`src/rtl/pgm_reader_pkg.sv`:
```
package pgm_reader_pkg;
  localparam int ADDR_W    = 22;
  localparam int FRAME_B   = 20;  // 4 command + 16 payload
  localparam int RX_FIRST  = 12;  // first frame bit driven by target
  localparam int LOAD_N    = 6;
  localparam logic [3:0] CMD_CORE = 4'b0000;
  localparam logic [3:0] CMD_TRD  = 4'b1001;

  typedef enum logic [1:0] {FE_IDLE, FE_HIGH, FE_LOW, FE_TURN} fe_state_t;
  typedef enum logic [2:0] {SQ_IDLE, SQ_LGO, SQ_LWAIT, SQ_RGO, SQ_RWAIT, SQ_OUT, SQ_DONE} sq_state_t;

  function automatic logic [15:0] load_operand(input logic [2:0] idx, input logic [ADDR_W-1:0] a);
    case (idx)
      3'd0:    load_operand = {8'h0E, 2'b00, a[21:16]};
      3'd1:    load_operand = 16'h6EF8;
      3'd2:    load_operand = {8'h0E, a[15:8]};
      3'd3:    load_operand = 16'h6EF7;
      3'd4:    load_operand = {8'h0E, a[7:0]};
      default: load_operand = 16'h6EF6;
    endcase
  endfunction
endpackage

```
`src/rtl/pgm_frame_eng.sv`:
```
module pgm_frame_eng
  import pgm_reader_pkg::*;
#(
  parameter int HI_CYC   = 4,
  parameter int LO_CYC   = 4,
  parameter int TURN_CYC = 8
) (
  input  logic        clk,
  input  logic        rst_n,
  input  logic        go,
  input  logic [3:0]  cmd,
  input  logic [15:0] operand,
  input  logic        is_rd,
  output logic        busy,
  output logic        fdone,
  output logic [7:0]  rx_byte,
  output logic        pclk_o,
  output logic        pdat_o,
  output logic        pdat_oe,
  input  logic        pdat_i
);
  localparam int MAX_AB = (HI_CYC > LO_CYC) ? HI_CYC : LO_CYC;
  localparam int MAX_C  = (MAX_AB > TURN_CYC) ? MAX_AB : TURN_CYC;
  localparam int TW     = $clog2(MAX_C + 1);
  localparam logic [TW-1:0] HI_LD = TW'(HI_CYC - 1);
  localparam logic [TW-1:0] LO_LD = TW'(LO_CYC - 1);
  localparam logic [TW-1:0] TU_LD = TW'(TURN_CYC - 1);
  localparam logic [4:0] LAST_B = 5'(FRAME_B - 1);
  localparam logic [4:0] RX_B   = 5'(RX_FIRST);

  fe_state_t         st;
  logic [TW-1:0]     tmr;
  logic [4:0]        bidx;
  logic [FRAME_B-1:0] frame;
  logic              rd_q;
  logic [7:0]        cap;

  assign busy    = (st != FE_IDLE);
  assign rx_byte = cap;

  always_ff @(posedge clk) begin
    if (!rst_n) begin
      st      <= FE_IDLE;
      tmr     <= '0;
      bidx    <= '0;
      frame   <= '0;
      rd_q    <= 1'b0;
      cap     <= '0;
      fdone   <= 1'b0;
      pclk_o  <= 1'b0;
      pdat_o  <= 1'b0;
      pdat_oe <= 1'b0;
    end else begin
      fdone <= 1'b0;
      case (st)
        FE_IDLE: if (go) begin
          frame   <= {(is_rd ? 16'h0000 : operand), cmd};
          rd_q    <= is_rd;
          bidx    <= '0;
          pclk_o  <= 1'b1;
          pdat_o  <= cmd[0];
          pdat_oe <= 1'b1;
          tmr     <= HI_LD;
          st      <= FE_HIGH;
        end
        FE_HIGH: begin
          if (tmr == '0) begin
            pclk_o <= 1'b0;
            tmr    <= LO_LD;
            st     <= FE_LOW;
            if (rd_q && bidx >= RX_B) cap <= {pdat_i, cap[7:1]};
          end else begin
            tmr <= tmr - 1'b1;
          end
        end
        FE_LOW: begin
          if (tmr != '0) begin
            tmr <= tmr - 1'b1;
          end else if (bidx == LAST_B) begin
            st      <= FE_IDLE;
            pdat_oe <= 1'b0;
            fdone   <= 1'b1;
          end else if (rd_q && bidx == RX_B - 5'd1) begin
            tmr <= TU_LD;
            st  <= FE_TURN;
          end else begin
            bidx   <= bidx + 5'd1;
            pclk_o <= 1'b1;
            pdat_o <= frame[bidx + 5'd1];
            tmr    <= HI_LD;
            st     <= FE_HIGH;
          end
        end
        default: begin  // FE_TURN
          if (tmr != '0) begin
            tmr <= tmr - 1'b1;
          end else begin
            pdat_oe <= 1'b0;
            bidx    <= RX_B;
            pclk_o  <= 1'b1;
            pdat_o  <= 1'b0;
            tmr     <= HI_LD;
            st      <= FE_HIGH;
          end
        end
      endcase
    end
  end


  turn_clk_low_chk: assert property (@(posedge clk) disable iff (!rst_n)
    (st == FE_TURN) |-> (!pclk_o && pdat_oe));

  dat_change_high_chk: assert property (@(posedge clk) disable iff (!rst_n)
    !$stable(pdat_o) |-> pclk_o);

  idle_released_chk: assert property (@(posedge clk) disable iff (!rst_n)
    (st == FE_IDLE) |-> (!pdat_oe && !pclk_o));
endmodule

```
`src/rtl/pgm_seq.sv`:
```
module pgm_seq
  import pgm_reader_pkg::*;
#(
  parameter int CNT_W = 16
) (
  input  logic              clk,
  input  logic              rst_n,
  input  logic              start,
  input  logic [ADDR_W-1:0] start_addr,
  input  logic [CNT_W-1:0]  byte_count,
  output logic              busy,
  output logic              done,
  output logic [7:0]        rd_data,
  output logic              rd_valid,
  input  logic              rd_ready,
  output logic              fe_go,
  output logic [3:0]        fe_cmd,
  output logic [15:0]       fe_op,
  output logic              fe_rd,
  input  logic              fe_busy,
  input  logic              fe_done,
  input  logic [7:0]        fe_byte
);
  localparam logic [2:0] LAST_LD = 3'(LOAD_N - 1);

  sq_state_t         st;
  logic [ADDR_W-1:0] addr_q;
  logic [CNT_W-1:0]  left;
  logic [2:0]        idx;

  assign fe_go  = (st == SQ_LGO) || (st == SQ_RGO);
  assign fe_rd  = (st == SQ_RGO);
  assign fe_cmd = fe_rd ? CMD_TRD : CMD_CORE;
  assign fe_op  = load_operand(idx, addr_q);

  always_ff @(posedge clk) begin
    if (!rst_n) begin
      st       <= SQ_IDLE;
      addr_q   <= '0;
      left     <= '0;
      idx      <= '0;
      busy     <= 1'b0;
      done     <= 1'b0;
      rd_data  <= '0;
      rd_valid <= 1'b0;
    end else begin
      done <= 1'b0;
      case (st)
        SQ_IDLE: if (start) begin
          addr_q <= start_addr;
          left   <= byte_count;
          idx    <= '0;
          busy   <= 1'b1;
          st     <= (byte_count == '0) ? SQ_DONE : SQ_LGO;
        end
        SQ_LGO:  st <= SQ_LWAIT;
        SQ_LWAIT: if (fe_done) begin
          if (idx == LAST_LD) st <= SQ_RGO;
          else begin
            idx <= idx + 3'd1;
            st  <= SQ_LGO;
          end
        end
        SQ_RGO:  st <= SQ_RWAIT;
        SQ_RWAIT: if (fe_done) begin
          rd_data  <= fe_byte;
          rd_valid <= 1'b1;
          left     <= left - 1'b1;
          st       <= SQ_OUT;
        end
        SQ_OUT: if (rd_ready) begin
          rd_valid <= 1'b0;
          st       <= (left == '0) ? SQ_DONE : SQ_RGO;
        end
        default: begin  // SQ_DONE
          done <= 1'b1;
          busy <= 1'b0;
          st   <= SQ_IDLE;
        end
      endcase
    end
  end


  stall_no_frame_chk: assert property (@(posedge clk) disable iff (!rst_n)
    rd_valid |-> !fe_busy);

  out_hold_chk: assert property (@(posedge clk) disable iff (!rst_n)
    (rd_valid && !rd_ready) |=> (rd_valid && $stable(rd_data)));

  done_pulse_chk: assert property (@(posedge clk) disable iff (!rst_n)
    done |=> !done);

  done_idle_chk: assert property (@(posedge clk) disable iff (!rst_n)
    done |-> (!busy && !rd_valid));
endmodule

```
`src/rtl/pgm_reader.sv`:
```
module pgm_reader
  import pgm_reader_pkg::*;
#(
  parameter int HI_CYC   = 4,
  parameter int LO_CYC   = 4,
  parameter int TURN_CYC = 8,
  parameter int CNT_W    = 16
) (
  input  logic             clk,
  input  logic             rst_n,
  input  logic             start,
  input  logic [21:0]      start_addr,
  input  logic [CNT_W-1:0] byte_count,
  output logic             busy,
  output logic             done,
  output logic [7:0]       rd_data,
  output logic             rd_valid,
  input  logic             rd_ready,
  output logic             pclk_o,
  output logic             pdat_o,
  output logic             pdat_oe,
  input  logic             pdat_i
);
  logic        fe_go, fe_rd, fe_busy, fe_done;
  logic [3:0]  fe_cmd;
  logic [15:0] fe_op;
  logic [7:0]  fe_byte;

  pgm_seq #(.CNT_W(CNT_W)) seq_i (
    .clk(clk), .rst_n(rst_n), .start(start), .start_addr(start_addr),
    .byte_count(byte_count), .busy(busy), .done(done), .rd_data(rd_data),
    .rd_valid(rd_valid), .rd_ready(rd_ready), .fe_go(fe_go), .fe_cmd(fe_cmd),
    .fe_op(fe_op), .fe_rd(fe_rd), .fe_busy(fe_busy), .fe_done(fe_done),
    .fe_byte(fe_byte)
  );

  pgm_frame_eng #(.HI_CYC(HI_CYC), .LO_CYC(LO_CYC), .TURN_CYC(TURN_CYC)) eng_i (
    .clk(clk), .rst_n(rst_n), .go(fe_go), .cmd(fe_cmd), .operand(fe_op),
    .is_rd(fe_rd), .busy(fe_busy), .fdone(fe_done), .rx_byte(fe_byte),
    .pclk_o(pclk_o), .pdat_o(pdat_o), .pdat_oe(pdat_oe), .pdat_i(pdat_i)
  );
endmodule

```
`config.mk`:
```
export PLATFORM = sky130hd
export DESIGN_NAME = pgm_reader
export DESIGN_NICKNAME = d
export VERILOG_FILES = /design/src/rtl/pgm_reader_pkg.sv /design/src/rtl/pgm_frame_eng.sv /design/src/rtl/pgm_seq.sv /design/src/rtl/pgm_reader.sv
export SDC_FILE = /design/constraint.sdc
export NUM_CORES = 1
export LEC_CHECK = 0
export BUFFER_PORTS_ARGS = -buffer_cell sky130_fd_sc_hd__buf_4
export CORE_MARGIN = 3
export CORE_UTILIZATION = 50
export CTS_CLUSTER_DIAMETER = 200
export DETAILED_ROUTE_END_ITERATION = 8
export GPL_TIMING_DRIVEN = 0
export PLACE_DENSITY = 0.7
export SYNTH_ARGS = -nofsm -noshare
export SYNTH_HDL_FRONTEND = slang
export SYNTH_SLANG_ARGS = --single-unit
```
`constraint.sdc`:
```
create_clock -name clk -period 2.2 [get_ports clk]
set_clock_uncertainty 0.1 [all_clocks]
set_input_delay 0.11 -clock clk [delete_from_list [all_inputs] [get_ports clk]]
set_output_delay 0.11 -clock clk [all_outputs]
set_load 0.05 [all_outputs]
```
==> reports/results.ini <==
[synth]
syn_area_um2=4557
ys_seq_elements=89
ys_warn_count=0
yosysTopAreaCellShare=0.3910
synth-xor-area-share=0.01153
synth_ff_type=dfxtp_1
synth_cell_type_count=66
synthMuxAreaShare=0.04558
syn_inst=575
synthSimpleGateAreaFrac=0.2416
synth-edff-count=0
synthAdderAreaFrac=0.04393
async_reset_ff_frac=0
synth_top_area_cell=dfxtp_1
synth.net_count=634
syn_avg_cell_area_um2=7.925
synth_compound_area_frac=0.2172
yosys-top-cells-area=dfxtp_1 39%, nand2_1 7.6%, a21oi_1 7.5%, ha_1 4.4%, nor2_1 4.0%
ys_seq_area_frac=0.3910
synth_top_family_by_area=simple AND/OR/NAND/NOR gates

[floorplan]
dieHeight_um=101.5
rows=34
core-area_um2=8806
pin_count=57
die_area_um2=10300
initial_core_util=0.5175
die_w_um=101.5

[sta]
finalSetupViolCount=0
tightest_slew_ns=0.8015
finalMaxSlewViolations=0
min_period_over_period=0.9801
final.min_clock_period_ns=2.156
max_freq_mhz=463.8
max-slew-margin-rel=0.4657
hold_violations=0

[pwr]
seq_power_share=0.359
switchingPower_uw=2424
p_int_uw=3448
p_sw_frac=0.4128
power.clock.fraction=0.209
p_leak_uw=0.002216
combinationalPowerShare=0.432
power_uw=5873
p_per_area_nw_per_um2=1017
peakVddDrop_mv=0.5198

[detailed_routing]
via_per_inst=5.767
dr.pass1.iters=4
wirelength_mm=12.83
avgRoutedWirePerCell_um=16.30
num_vias=4539
drc=0
dr.first_iter.drc_count=285
ant_nets=0

[finish]
antenna_cells=0
multi_input_area_um2=2646
final_common_cell=nand2_1
syn2layout_area_growth_pct=26.72
layout_common_cells=91 x nand2_1, 84 x dfxtp_1, 67 x a21oi_1, 62 x buf_4, 47 x nor2_1
layout.cells.non_filler=787
final_cell_area_um2=5774
layout-drive-gt1-share=0.1841
nets=733
seqCellArea_um2=1793
nFillCells=747

[place]
dp_hpwl_mm=8.746
dp_cells=739
post_dp_cell_area_um2=5112
gp_congestion=0.8685
io_buffers=56

[critical_path]
crit_fanout=5
r2r_slack_ns=0.04
worst_r2r_path_depth=6
cp_slowest_stage_delay_ns=0.52
critPathKind=flip-flop to flip-flop
worstPathRequired_ns=2.35
startpoint_type=flip-flop
path_cells=or4_4 -> buf_6 -> nor4_4 -> and4_4 -> o21ai_1 -> a41o_1
regToRegStartpoint=seq_i.left[10]
crit_slowest_cell=or4_4
crit_arrival_ns=2.31
end_kind=flip-flop
worstReg2RegEnd=seq_i.st[0]

[hold_path]
worstHoldStart=byte_count[13]
min_to=seq_i.left[13]
hold_path_depth=3
hold_path.class=input pin to flip-flop

[clock_tree]
clock_sinks=89
ctsHtreeMaxLevel=3
clock_path_buffers=2
cts_root_buffer=clkbuf_8
cts_made_buffers=9
clk_pin_slew_ns=0.10
tritoncts=yes
clk_latency_ns=0.36

[status]
outcome=finished, final reports clean

[global_routing]
antenna_found_initial=0
grt_pass1_wl_mm=20.63
grt_max_degree=18
grt.overflow.total=0
grt_usage=0.2488
grt_pass1_vias=4219

[run]
maxCapViolCount=0

## sequential cells by signal (all words and copies together) (netlist names), 4 cells and up
name and count:
eng_i.bidx 5, seq_i.addr_q 22, eng_i.tmr 4, seq_i.rd_data 8, seq_i.left 16, eng_i.rx_byte 8, eng_i.frame 11
## cells in the mapped netlist, types with 6 or more instances
cell type and count:
nand2_1 92, dfxtp_1 89, a21oi_1 68, nor2_1 49, clkbuf_1 28, o21ai_0 21
ha_1 16, inv_1 16, nand3_1 16, o21ai_1 15, mux2i_1 14, nor3_1 13
buf_2 11, a22oi_1 9, a31oi_1 8, nand2b_1 8, nor4_1 8, nor2b_1 6
o31ai_1 6
## worst max-delay path: cells and delay by family (launching register included)
kind | cells | cell delay, ns
and+or+nand+nor | 3 | 1.14
buffers and inverters | 1 | 0.14
DFF | 1 | 0.36
AOI/OAI and AO/OA | 2 | 0.29
## area by class of cell
class | instances | area share
Multi-Input combinational cell | 430 | 0.4583
Sequential cell | 89 | 0.3105
Timing Repair Buffer | 91 | 0.1326
Buffer | 36 | 0.02795
Tap cell | 108 | 0.02340
Clock buffer | 9 | 0.02145
Clock inverter | 7 | 0.01473
Inverter | 17 | 0.01105
## power by group through the flow
stage	combinational, µW	sequential [µW]	clock [µW]
3_5_place_dp	2260	2110	0
4_1_cts	2340	2070	1240
6_report	2540	2110	1230
5_1_grt	2810	2140	1310
2_1_floorplan	1600	2160	0
3_3_place_gp	2200	2100	0
## logic make-up (layout without fill, tap and decap cells)
kind of cell	count (synthesis)	after routing
AOI/OAI and AO/OA	163	163
xor gates and xnor gates	6	6
adders and majority gates	16	16
buffers and inverters	56	160
DFF	89	89
muxes	18	18
and+or+nand+nor	227	227
## routing by layer
metal	vias to the layer above	part of all wire	GRT usage	wire (µm)
met3	19	0.060	0.04614	772
met5	-	0	0	0
met2	145	0.48	0.4049	6094
met4	0	0.013	0.06442	162
li1	2242	-	-	-
met1	2133	0.45	0.3412	5797
## worst max path at each step
stage / startpoint / to / slack [ns] / cells after the start
after global placement: seq_i.st[2] / seq_i.st[0] / -0.10 / 6
after CTS: eng_i.st[0] / eng_i.bidx[2] / 0.002 / 8
after global routing: seq_i.st[2] / seq_i.left[4] / -0.02 / 6
final: seq_i.left[10] / seq_i.st[0] / 0.04 / 6
after detailed placement: seq_i.st[2] / seq_i.st[1] / -0.09 / 6
after floorplan: eng_i.bidx[0] / eng_i.pdat_o / 0.16 / 7
## timing repair
item | 4_1_cts | 5_1_grt
hold endpoints to repair | 28 | 0
buffers inserted | 0 | 7
gates resized for setup | 7 | 33
hold buffers | 28 | 0
pin swaps | 0 | 7
endpoints found under the setup margin | 17 | 67
## through the flow
stage	TNS (ns)	hold WS, ns	util	worst slack (ns)
6_report	0	0.006885	0.6557	0.04376
5_1_grt	-0.03589	0.01811	0.6557	-0.02453
4_1_cts	0	0.0003991	0.6392	0.002412
3_5_place_dp	-0.6293	0.2663	0.5806	-0.08713
3_3_place_gp	-0.3016	0.2561	0.5806	-0.1006
2_1_floorplan	0	0.1460	-	0.1628
Note: power is estimated with default switching activity, not from simulation.
